==> src/rtl/hff_pkg.sv <==
package hff_pkg;

  typedef enum logic [2:0] {
    MODE_SLEEP   = 3'd0,
    MODE_STANDBY = 3'd1,
    MODE_READ    = 3'd2,
    MODE_WRITE   = 3'd3,
    MODE_ATEST   = 3'd4,
    MODE_TAS     = 3'd5,
    MODE_SERVO   = 3'd6,
    MODE_RSVD    = 3'd7
  } opMode_e;

  // fault vector bit positions
  localparam int FLT_LOW_SUPPLY = 0;
  localparam int FLT_REF        = 1;
  localparam int FLT_WR_HEAD    = 2;
  localparam int FLT_SLOW_DATA  = 3;
  localparam int FLT_ASPERITY   = 4;
  localparam int FLT_BAD_HEAD   = 5;
  localparam int NUM_RAW_FLT    = 5;
  localparam int NUM_FLT        = 6;

  localparam logic [NUM_FLT-1:0] READ_MASK  =
    (NUM_FLT'(1) << FLT_LOW_SUPPLY) | (NUM_FLT'(1) << FLT_REF) | (NUM_FLT'(1) << FLT_BAD_HEAD);
  localparam logic [NUM_FLT-1:0] WRITE_MASK =
    READ_MASK | (NUM_FLT'(1) << FLT_WR_HEAD) | (NUM_FLT'(1) << FLT_SLOW_DATA);
  localparam logic [NUM_FLT-1:0] TAS_MASK   = NUM_FLT'(1) << FLT_ASPERITY;

  typedef enum logic [1:0] {
    OUT_FORCE_HIGH,
    OUT_FORCE_LOW,
    OUT_FAULT_LOW,
    OUT_FAULT_HIGH
  } outClass_e;

  typedef struct packed {
    logic [NUM_FLT-1:0] faultMask;
    outClass_e          outClass;
    logic               holdClear;
    logic               remapHead;
  } ctrlStrobe_t;

endpackage

==> src/rtl/hff_sync.sv <==
module hff_sync #(
  parameter int WIDTH  = 5,
  parameter int STAGES = 2
) (
  input  logic             clk,
  input  logic             rstN,
  input  logic [WIDTH-1:0] din,
  output logic [WIDTH-1:0] dout
);

  logic [STAGES-1:0][WIDTH-1:0] chain;

  always_ff @(posedge clk or negedge rstN) begin
    if (!rstN) begin
      chain <= '0;
    end else begin
      chain[0] <= din;
      for (int s = 1; s < STAGES; s++) begin
        chain[s] <= chain[s-1];
      end
    end
  end

  assign dout = chain[STAGES-1];

endmodule

==> src/rtl/hff_ctrl.sv <==
module hff_ctrl
  import hff_pkg::*;
#(
  parameter int BLANK_CYCLES = 10
) (
  input  logic        clk,
  input  logic        rstN,
  input  opMode_e     opMode,
  input  logic        overrideSafe,
  output ctrlStrobe_t strobe
);

  localparam int BLANK_W = $clog2(BLANK_CYCLES + 1);

  opMode_e            modeQ;
  logic [BLANK_W-1:0] blankCnt;
  logic               writeEntry;
  logic               blanking;

  assign writeEntry = (opMode == MODE_WRITE) && (modeQ != MODE_WRITE);
  assign blanking   = writeEntry || (blankCnt != '0);

  always_ff @(posedge clk or negedge rstN) begin
    if (!rstN) begin
      modeQ    <= MODE_SLEEP;
      blankCnt <= '0;
    end else begin
      modeQ <= opMode;
      if (writeEntry) begin
        blankCnt <= BLANK_W'(BLANK_CYCLES);
      end else if (opMode != MODE_WRITE) begin
        blankCnt <= '0;
      end else if (blankCnt != '0) begin
        blankCnt <= blankCnt - BLANK_W'(1);
      end
    end
  end

  always_comb begin
    strobe.faultMask = '0;
    strobe.outClass  = OUT_FORCE_HIGH;
    strobe.remapHead = 1'b0;
    case (opMode)
      MODE_READ: begin
        strobe.remapHead = 1'b1;
        if (!overrideSafe) begin
          strobe.faultMask = READ_MASK;
          strobe.outClass  = OUT_FAULT_LOW;
        end
      end
      MODE_WRITE: begin
        strobe.outClass = OUT_FORCE_LOW;
        if (!overrideSafe && !blanking) begin
          strobe.faultMask = WRITE_MASK;
          strobe.outClass  = OUT_FAULT_HIGH;
        end
      end
      MODE_TAS: begin
        strobe.faultMask = TAS_MASK;
        strobe.outClass  = OUT_FAULT_LOW;
      end
      MODE_SERVO: begin
        strobe.outClass = OUT_FORCE_LOW;
      end
      default: begin
        strobe.outClass = OUT_FORCE_HIGH;
      end
    endcase
    strobe.holdClear = (strobe.faultMask == '0);
  end

endmodule

==> src/rtl/hff_datapath.sv <==
module hff_datapath
  import hff_pkg::*;
#(
  parameter int HOLD_CYCLES = 40,
  parameter int HEAD_W      = 4,
  parameter int NUM_HEADS   = 10,
  parameter int SYNC_STAGES = 2
) (
  input  logic                   clk,
  input  logic                   rstN,
  input  ctrlStrobe_t            strobe,
  input  logic [NUM_RAW_FLT-1:0] rawFault,
  input  logic [HEAD_W-1:0]      headCode,
  output logic                   flagOut,
  output logic [HEAD_W-1:0]      effHead
);

  localparam int HOLD_W = $clog2(HOLD_CYCLES + 1);

  logic [NUM_RAW_FLT-1:0] syncFault;
  logic [NUM_FLT-1:0]     faultVec;
  logic                   headBad;
  logic                   faultNow;
  logic                   unsafe;
  logic [HOLD_W-1:0]      holdCnt;
  logic                   flagNext;

  hff_sync #(
    .WIDTH  (NUM_RAW_FLT),
    .STAGES (SYNC_STAGES)
  ) u_sync (
    .clk  (clk),
    .rstN (rstN),
    .din  (rawFault),
    .dout (syncFault)
  );

  assign headBad  = (headCode >= HEAD_W'(NUM_HEADS));
  assign faultVec = {headBad, syncFault};
  assign faultNow = |(faultVec & strobe.faultMask);
  assign unsafe   = faultNow || (holdCnt != '0);

  always_ff @(posedge clk or negedge rstN) begin
    if (!rstN) begin
      holdCnt <= '0;
    end else if (strobe.holdClear) begin
      holdCnt <= '0;
    end else if (faultNow) begin
      holdCnt <= HOLD_W'(HOLD_CYCLES);
    end else if (holdCnt != '0) begin
      holdCnt <= holdCnt - HOLD_W'(1);
    end
  end

  always_comb begin
    case (strobe.outClass)
      OUT_FORCE_HIGH: flagNext = 1'b1;
      OUT_FORCE_LOW:  flagNext = 1'b0;
      OUT_FAULT_LOW:  flagNext = !unsafe;
      default:        flagNext = unsafe;
    endcase
  end

  always_ff @(posedge clk or negedge rstN) begin
    if (!rstN) begin
      flagOut <= 1'b1;
      effHead <= '0;
    end else begin
      flagOut <= flagNext;
      effHead <= (strobe.remapHead && headBad) ? '0 : headCode;
    end
  end

endmodule

==> src/rtl/head_fault_flag.sv <==
module head_fault_flag
  import hff_pkg::*;
#(
  parameter int HOLD_CYCLES  = 40,
  parameter int BLANK_CYCLES = 10,
  parameter int HEAD_W       = 4,
  parameter int NUM_HEADS    = 10,
  parameter int SYNC_STAGES  = 2
) (
  input  logic              clk,
  input  logic              rstN,
  input  logic [2:0]        opMode,
  input  logic              overrideSafe,
  input  logic [HEAD_W-1:0] headCode,
  input  logic              lowSupplyRaw,
  input  logic              refFaultRaw,
  input  logic              wrHeadFaultRaw,
  input  logic              slowDataRaw,
  input  logic              asperityRaw,
  output logic              flagOut,
  output logic [HEAD_W-1:0] effHead
);

  ctrlStrobe_t            strobe;
  logic [NUM_RAW_FLT-1:0] rawFault;

  always_comb begin
    rawFault                 = '0;
    rawFault[FLT_LOW_SUPPLY] = lowSupplyRaw;
    rawFault[FLT_REF]        = refFaultRaw;
    rawFault[FLT_WR_HEAD]    = wrHeadFaultRaw;
    rawFault[FLT_SLOW_DATA]  = slowDataRaw;
    rawFault[FLT_ASPERITY]   = asperityRaw;
  end

  hff_ctrl #(
    .BLANK_CYCLES (BLANK_CYCLES)
  ) u_ctrl (
    .clk          (clk),
    .rstN         (rstN),
    .opMode       (opMode_e'(opMode)),
    .overrideSafe (overrideSafe),
    .strobe       (strobe)
  );

  hff_datapath #(
    .HOLD_CYCLES (HOLD_CYCLES),
    .HEAD_W      (HEAD_W),
    .NUM_HEADS   (NUM_HEADS),
    .SYNC_STAGES (SYNC_STAGES)
  ) u_dp (
    .clk      (clk),
    .rstN     (rstN),
    .strobe   (strobe),
    .rawFault (rawFault),
    .headCode (headCode),
    .flagOut  (flagOut),
    .effHead  (effHead)
  );

endmodule

==> config.mk <==
export PLATFORM = sky130hd
export DESIGN_NAME = head_fault_flag
export DESIGN_NICKNAME = d
export VERILOG_FILES = /design/src/rtl/hff_pkg.sv /design/src/rtl/hff_sync.sv /design/src/rtl/hff_ctrl.sv /design/src/rtl/hff_datapath.sv /design/src/rtl/head_fault_flag.sv
export SDC_FILE = /design/constraint.sdc
export NUM_CORES = 1
export LEC_CHECK = 0
export ABC_AREA = 1
export BUFFER_PORTS_ARGS = -buffer_cell sky130_fd_sc_hd__buf_2
export CAP_MARGIN = 10
export CORE_MARGIN = 1.5
export CORE_UTILIZATION = 39
export DETAILED_ROUTE_END_ITERATION = 16
export PLACE_DENSITY = 0.62
export RECOVER_POWER = 25
export SLEW_MARGIN = 5
export SYNTH_ARGS = -nofsm -noshare
export SYNTH_HDL_FRONTEND = slang
export SYNTH_HIERARCHICAL = 1
export SYNTH_SLANG_ARGS = --single-unit
==> constraint.sdc <==
create_clock -name clk -period 4.6 [get_ports clk]
set_clock_uncertainty 0.15 [all_clocks]
set_input_delay 0.92 -clock clk [delete_from_list [all_inputs] [get_ports clk]]
set_output_delay 0.92 -clock clk [all_outputs]
set_load 0.03 [all_outputs]
==> run metrics, run 1 <==
Detail Route Antenna Nets=0; warnings from Yosys=6; Crit path max-delay family=flip-flops; cts bufs inserted=3; CTS clk-pin slew, worst paths=0.14 ns; syn nets=164; GRT overflow=0; sequential area share after synthesis=0.525; TritonCTS clock tree=built; Pwr Density=340 nW/um^2; H-Tree Depth=1; number of flops mapped to enable cells by yosys=0; vias in the first global route=882; ANT cells=0; DP Wirelength=1580 um; #FFs+latches synth=28; mapped cell area=1340 sq um; worst hold slack=0.216 ns; initial antenna violation count=0; Post-CTS Hold Buffers=0; Avg Cell Area, Syn=9.16 sq um; Initial DRC Count=21; Worst EP arrival=1.03 ns; unrepaired setup endpoints after global routing=false; Tot GR Track Use=0.124; Core Footprint=3310 sq um; row cnt=21; hold depth=0; post-synth top area share=0.505; Die Y=61.6 um; worst slew pin tran=1.41 ns; most frequent cells after synthesis=dfrtp_1 (27), nand2_1 (27), inv_1 (19); CTS Buffer Depth=2; I/O pin total=20; Worst VDD drop=0.000124 V; Finish-stage setup viols=0; Main synth FF type=dfrtp_1; share of layout cells above drive strength 1=0.230; routability cong.=0.792; Slew Limit Fails=0; max frequency=0.476 GHz; Setup TNS Final=0 ns; slew margin rel.=0.0601; CP max stage delay=0.54 ns; largest net degree at the start of global routing=29; critical path type=reg2out; final net count=180; Unique masters post-synth=26; Die Width=61.6 um; synth top area cells=dfrtp_1 (51%), nand2_1 (7.6%), inv_1 (5.3%), buf_4 (4.5%), nand3_1 (4.1%); Avg Vias per Cell=4.59; critical path depth=1; asr flop ratio synth=1.00; full die area=3790 sq um; Sequential cell area=702 sq um; port buffer count=19; biggest area consumer among synthesized cells=dfrtp_1; Initial Util=0.404; Critical Path Fanout Max=1; run status=finished, final reports clean; via count=950; CP Capture Type=output pin; CP Data Required Time=3.53 ns; CTS sink cnt=28; # Max-Cap Violations=0; Post-CTS Setup Bufs=0; Area Overhead vs Synth=8.51%; Filler cells=344; Reg2Reg Depth=12; CTS-repair resized insts=0; Skew-Pair Late Insertion Delay=0.31 ns; Worst Path Buf+Inv=1; Pleak=0.744 nW; root buf cell=clkbuf_4; DRT Pass-1 Iters=4; Syn Inst Count=146; WL per Instance=9.86 um; DR DRC count=0; CP max-delay cell=dfstp_2; fin crit share=0.457; Min-Delay Path Class=reg2reg; global-route wire length before repair=3530 um; crit path cell chain=buf_2; Worst setup SP type=flop; Final Hold Fails=0; area of the multi-input gates=500 sq um; Period minus WS final=2.10 ns; Routed WL=2040 um
state kept, by name (all words and copies together) (netlist names):
| signal | flops |
|---|---|
| u_ctrl/modeQ | 3 |
| u_dp/effHead | 4 |
| u_dp/u_sync/dout | 5 |
| u_dp/holdCnt | 6 |
| u_ctrl/blankCnt | 4 |
| u_dp/flagOut | 1 |
| u_dp/u_sync/chain | 5 |
per-stage QoR:
step	total power, mW	worst slack (ns)	instance area [sq um]	util	cells
floorplan	0.371	2.42	1340	-	146
global placement	0.395	2.28	1430	0.432	203
detailed placement	0.398	2.24	1430	0.432	203
CTS	0.501	2.48	1460	0.440	207
global route	0.529	2.25	1450	0.438	207
finish	0.493	2.50	1450	0.438	207
per-layer routing:
metal | global-route usage | vias up | part of all wire
met5 | 0 | - | 0
met3 | 0.0231 | 2 | 0.050
met2 | 0.212 | 21 | 0.50
li1 | - | 476 | -
met4 | 0.0456 | 0 | 0.0064
met1 | 0.157 | 451 | 0.44
worst paths after layout:
path / startpoint / end / slack (ns)
worst max-delay path: u_dp/flagOut$_DFF_PN1_ / flagOut / 2.50
worst min-delay path: u_dp/u_sync/chain[4]$_DFF_PN0_ / u_dp/u_sync/dout[4]$_DFF_PN0_ / 0.22
worst max register to register: u_ctrl/blankCnt[0]$_DFFE_PN0P_ / u_dp/holdCnt[5]$_DFFE_PN0P_ / 2.63
worst min register to register: u_dp/u_sync/chain[4]$_DFF_PN0_ / u_dp/u_sync/dout[4]$_DFF_PN0_ / 0.22
max in group asynchronous: rstN / u_dp/holdCnt[3]$_DFFE_PN0P_ / 2.73
min in group asynchronous: rstN / u_dp/u_sync/dout[4]$_DFF_PN0_ / 0.75
report_power, final:
group / total (mW) / switching, mW / internal (mW)
logic: 0.122 / 0.0757 / 0.0464
registers: 0.270 / 0.00768 / 0.263
clock network: 0.101 / 0.0670 / 0.0339
logic make-up after synthesis:
| group | Yosys count | share of synthesized area |
|---|---|---|
| simple gates | 72 | 0.277 |
| buf+inv | 28 | 0.101 |
| flops | 28 | 0.525 |
| compound gates | 12 | 0.0496 |
| xor+xnor | 3 | 0.0196 |
| fa+ha+maj | 3 | 0.0281 |
cell type report:
cell class,count,area share
inverter,20,0.0517
multi-input combinational,90,0.345
timing repair buffer,19,0.0621
clock buffer,4,0.0181
sequential,28,0.484
tap,46,0.0397
cells in the final DEF, fill, tap and decap left out, types with 4 or more instances in the layout:
master	n
a21oi_1	5
o21ai_0	5
nand2_1	27
inv_1	19
nand3_1	11
nor2_2	4
clkbuf_1	5
nor2_1	10
buf_2	15
dfrtp_1	27
No activity file was read; power rests on OpenSTA's default activity.
==> run 2, diff against run 1 <==
==> constraint.sdc (replaced) <==
create_clock -name clk -period 2 [get_ports clk]
set_clock_uncertainty 0.15 [all_clocks]
set_input_delay 0.4 -clock clk [delete_from_list [all_inputs] [get_ports clk]]
set_output_delay 0.4 -clock clk [all_outputs]
set_load 0.03 [all_outputs]
==> run metrics, run 2 (same netlist as run 1, synthesis figures left out) <==
R2R Setup Slk=0.15 ns; Pwr Density=738 nW/um^2; DP Wirelength=1630 um; Skew-Pair Late Insertion Delay=0.31 ns; Final Hold Fails=0; TritonCTS clock tree=built; crit path from=u_ctrl/blankCnt[0]$_DFFE_PN0P_; I/O pin total=20; via count=977; port buffer count=19; Routed WL=2180 um; fin crit share=0.925; worst setup path endpoint=u_dp/holdCnt[3]$_DFFE_PN0P_; critical path type=reg2reg; Detail Route Antenna Nets=0; Core Footprint=3310 sq um; CTS sink cnt=28; Tot GR Track Use=0.126; commonest non-fill, non-tap cell in the layout=dfrtp_1; Worst EP arrival=1.96 ns; Largest register FFs=6; commonest non-fill, non-tap cells in the layout=dfrtp_1 (27), nand2_1 (25), inv_1 (18), buf_2 (16), nor2_1 (11); initial antenna violation count=0; Worst setup SP type=flop; Die Y=61.6 um; cts bufs inserted=3; Slew Limit Fails=0; Avg Vias per Cell=4.54; DR DRC count=0; unrepaired setup endpoints after global routing=false; H-Tree Depth=1; slew margin rel.=0.611; CTS Buffer Depth=2; ANT cells=0; # Max-Cap Violations=0; Min-Delay Path Class=in2reg; full die area=3790 sq um; Filler cells=319; Period minus WS final=1.85 ns; CP Capture Type=flop; Initial Util=0.404; non-filler instance count after layout=215; Critical Path Fanout Max=4; DRT Pass-1 Iters=4; routability cong.=0.778; largest net degree at the start of global routing=29; vias in the first global route=884; placed cells=203; CP Data Required Time=2.11 ns; WL per Instance=10.1 um; global-route wire length before repair=3560 um; Reg2Reg Depth=12; max frequency=0.541 GHz; worst slew pin tran=0.584 ns; R2R Path Start=u_ctrl/blankCnt[0]$_DFFE_PN0P_; Finish-stage setup viols=0; Reg with most FFs=u_dp/holdCnt; final net count=188; row cnt=21; r2r endpoint=u_dp/holdCnt[3]$_DFFE_PN0P_; GRT overflow=0; run status=finished, final reports clean; Worst VDD drop=0.000396 V; root buf cell=clkbuf_4; Area Overhead vs Synth=16.7%; CTS clk-pin slew, worst paths=0.14 ns; Pleak=0.790 nW; Die Width=61.6 um; Initial DRC Count=28; share of layout cells above drive strength 1=0.278; worst hold slack=0.0782 ns; Setup TNS Final=0 ns
==> run 2: cell count changes in the layout (fill, tap and decap cells not counted), sizes merged <==
cell and change:
buf +3, dlygate4sd3 +6, clkbuf -1
==> run 2: metrics by stage <==
| step | area, sq um | setup slack [ns] | util | total power, mW |
|---|---|---|---|---|
| after floorplan | 1340 | 0.169 | - | 0.853 |
| after global placement | 1430 | 0.160 | 0.432 | 0.909 |
| after detailed placement | 1430 | 0.0372 | 0.432 | 0.921 |
| after CTS | 1470 | 0.0358 | 0.444 | 1.16 |
| after global routing | 1560 | 0.00343 | 0.471 | 1.23 |
| final | 1560 | 0.150 | 0.471 | 1.15 |
==> run 2: routing by layer <==
layer	vias up	track usage	wire [um]
li1	492	-	-
met1	461	0.154	941
met2	22	0.218	1130
met3	2	0.0294	95
met4	0	0.0456	10
met5	-	0	0
==> run 2: report_power, final <==
| group | internal [mW] | switching, mW | leakage (nW) | total [mW] |
|---|---|---|---|---|
| logic | 0.118 | 0.180 | 0.427 | 0.298 |
| registers | 0.604 | 0.0183 | 0.347 | 0.622 |
| clock network | 0.0779 | 0.153 | 0.0150 | 0.231 |
| total | 0.800 | 0.351 | 0.790 | 1.15 |
==> run 2: how the worst min path moves through the flow <==
| stage | end | cells past startpoint | from |
|---|---|---|---|
| after floorplan | u_ctrl/blankCnt[0]$_DFFE_PN0P_ | 0 | rstN |
| after global placement | u_dp/u_sync/dout[1]$_DFF_PN0_ | 0 | u_dp/u_sync/chain[1]$_DFF_PN0_ |
| after detailed placement | u_dp/u_sync/dout[2]$_DFF_PN0_ | 0 | u_dp/u_sync/chain[2]$_DFF_PN0_ |
| after CTS | u_dp/u_sync/chain[4]$_DFF_PN0_ | 1 | asperityRaw |
| after global routing | u_ctrl/modeQ[0]$_DFF_PN0_ | 1 | opMode[0] |
| final | u_ctrl/modeQ[0]$_DFF_PN0_ | 1 | opMode[0] |
==> run 2: what timing repair did <==
| item | in CTS | in global routing |
|---|---|---|
| gates resized for setup | 1 | 9 |
| setup buffers | 0 | 2 |
| pin swaps | 0 | 3 |
| hold endpoints to repair | 27 | 5 |
| hold buffers | 1 | 5 |
| endpoints found under the setup margin | 1 | 7 |
==> run 2: area by class of cell <==
cell class                 instances  area, sq um  area share
inverter                          20         75.1      0.0481
timing repair buffer              27          166       0.107
sequential                        28          702       0.450
tap                               46         57.6      0.0369
clock buffer                       4         26.3      0.0168
multi-input combinational         90          533       0.342
==> run 2: worst max-delay path, cell delays in order, from the launching register on <==
cell	delay [ns]
dfrtp_1	0.42
inv_2	0.10
ha_4	0.15
nand2_2	0.07
nor2_4	0.15
nand4_1	0.15
nand2_2	0.15
nand2_1	0.08
nand3_2	0.10
nor2_4	0.05
nand2_1	0.08
nor2_1	0.05
nor2_1	0.10
==> run 3, diff against run 2 <==
--- a/config.mk
+++ b/config.mk
@@ -9,9 +9,9 @@
 export BUFFER_PORTS_ARGS = -buffer_cell sky130_fd_sc_hd__buf_2
 export CAP_MARGIN = 10
 export CORE_MARGIN = 1.5
-export CORE_UTILIZATION = 39
+export CORE_UTILIZATION = 42
 export DETAILED_ROUTE_END_ITERATION = 16
-export PLACE_DENSITY = 0.62
+export PLACE_DENSITY = 0.66
 export RECOVER_POWER = 25
 export SLEW_MARGIN = 5
 export SYNTH_ARGS = -nofsm -noshare
==> run metrics, run 3 (same netlist as run 1, synthesis figures left out) <==
Pleak=0.776 nW; Filler cells=279; Pwr Density=745 nW/um^2; CTS clk-pin slew, worst paths=0.13 ns; Period minus WS final=1.86 ns; TritonCTS clock tree=built; Initial Util=0.442; pre-CTS setup slack=0.0780 ns; Initial DRC Count=22; WL per Instance=9.64 um; Area Overhead vs Synth=14.4%; slew margin rel.=0.616; Final Hold Fails=0; Die Width=59.4 um; CTS Buffer Depth=2; root buf cell=clkbuf_4; Total Power=1.14 mW; run status=finished, final reports clean; DP Wirelength=1530 um; ANT cells=0; CTS sink cnt=28; commonest non-fill, non-tap cell in the layout=dfrtp_1; placed cell area=1430 sq um; Tot GR Track Use=0.131; final net count=187; Critical Path Fanout Max=4; Die Y=59.4 um; max frequency=0.539 GHz; vias in the first global route=850; Worst EP arrival=1.96 ns; DRT Pass-1 Iters=4; Slew Limit Fails=0; largest net degree at the start of global routing=29; H-Tree Depth=1; CP Capture Type=flop; worst hold slack=0.0846 ns; CP Data Required Time=2.11 ns; routability cong.=0.763; critical path type=reg2reg; global-route wire length before repair=3440 um; via count=924; Skew-Pair Late Insertion Delay=0.32 ns; # Max-Cap Violations=0; Avg Vias per Cell=4.36; worst slew pin tran=0.576 ns; Worst VDD drop=0.000413 V; initial antenna violation count=0; cts bufs inserted=3; Finish-stage setup viols=0; DR DRC count=0; port buffer count=19; Setup WS post-layout=0.143 ns; post-route cell area=1530 sq um; Setup TNS Final=0 ns; row cnt=20; I/O pin total=20; full die area=3530 sq um; Reg with most FFs=u_dp/holdCnt; fin crit share=0.928; Detail Route Antenna Nets=0; commonest non-fill, non-tap cells in the layout=dfrtp_1 (27), nand2_1 (25), inv_1 (17), buf_2 (16), nor2_1 (11); Core Footprint=3030 sq um; GRT overflow=0; share of layout cells above drive strength 1=0.268; Min-Delay Path Class=in2reg; Largest register FFs=6; Routed WL=2040 um; Worst setup SP type=flop
-- run 3: cell types whose count changed in the layout (fill, tap and decap cells not counted) --
cell	before	now
ha_2	0	1
inv_1	18	17
nand3_1	8	10
ha_4	1	0
buf_4	2	1
nand3_2	5	3
inv_2	2	3
-- run 3: layout make-up --
| cell class | instances | area [sq um] | share of cell area |
|---|---|---|---|
| Sequential cell | 28 | 702 | 0.459 |
| Multi-Input combinational cell | 90 | 513 | 0.335 |
| Inverter | 20 | 75.1 | 0.0491 |
| Clock buffer | 4 | 26.3 | 0.0172 |
| Timing Repair Buffer | 26 | 159 | 0.104 |
| Tap cell | 44 | 55.1 | 0.0360 |
-- run 3: worst paths after layout --
path | startpoint | depth (start not counted) | endpoint | slack, ns
max | u_ctrl/blankCnt[0]$_DFFE_PN0P_ | 12 | u_dp/holdCnt[3]$_DFFE_PN0P_ | 0.14
min | opMode[0] | 1 | u_ctrl/modeQ[0]$_DFF_PN0_ | 0.08
max reg2reg | u_ctrl/blankCnt[0]$_DFFE_PN0P_ | 12 | u_dp/holdCnt[3]$_DFFE_PN0P_ | 0.14
min reg2reg | u_dp/u_sync/chain[1]$_DFF_PN0_ | 0 | u_dp/u_sync/dout[1]$_DFF_PN0_ | 0.22
max in group asynchronous | rstN | 2 | u_dp/flagOut$_DFF_PN1_ | 0.87
min in group asynchronous | rstN | 2 | u_dp/u_sync/dout[4]$_DFF_PN0_ | 0.45
-- run 3: critical path, stage by stage (launching register included) --
cell	delay [ns]
dfrtp_1	0.41
inv_2	0.07
ha_2	0.19
nand2_2	0.08
nor2_4	0.14
nand3_2	0.09
nor3_2	0.21
nand2_1	0.09
nand2_2	0.09
nor2_4	0.05
nand2_1	0.07
nor2_1	0.05
nor2_1	0.09
-- run 3: report_power, final --
part           switching, mW  internal [mW]  total, mW
Sequential            0.0192          0.604      0.623
Combinational          0.172          0.115      0.287
Clock                  0.151         0.0780      0.229
-- run 3: timing repair --
action | 4_1_cts | 5_1_grt
hold endpoints to repair | 27 | 5
hold buffers | 1 | 5
buffers inserted | 0 | 1
setup endpoints to repair | 0 | 7
gates resized for setup | 0 | 8
-- run 3: layer usage --
metal / global-route usage / vias up / part of all wire
met5: 0 / - / 0
met4: 0.0682 / 0 / 0.0078
met3: 0.0284 / 2 / 0.023
met2: 0.221 / 8 / 0.52
met1: 0.154 / 422 / 0.45
li1: - / 492 / -
-- run 3: stage by stage --
stage / instances / utilization
floorplan: 146 / -
global placement: 201 / 0.471
detailed placement: 201 / 0.471
CTS: 206 / 0.483
global route: 212 / 0.505
finish: 212 / 0.505
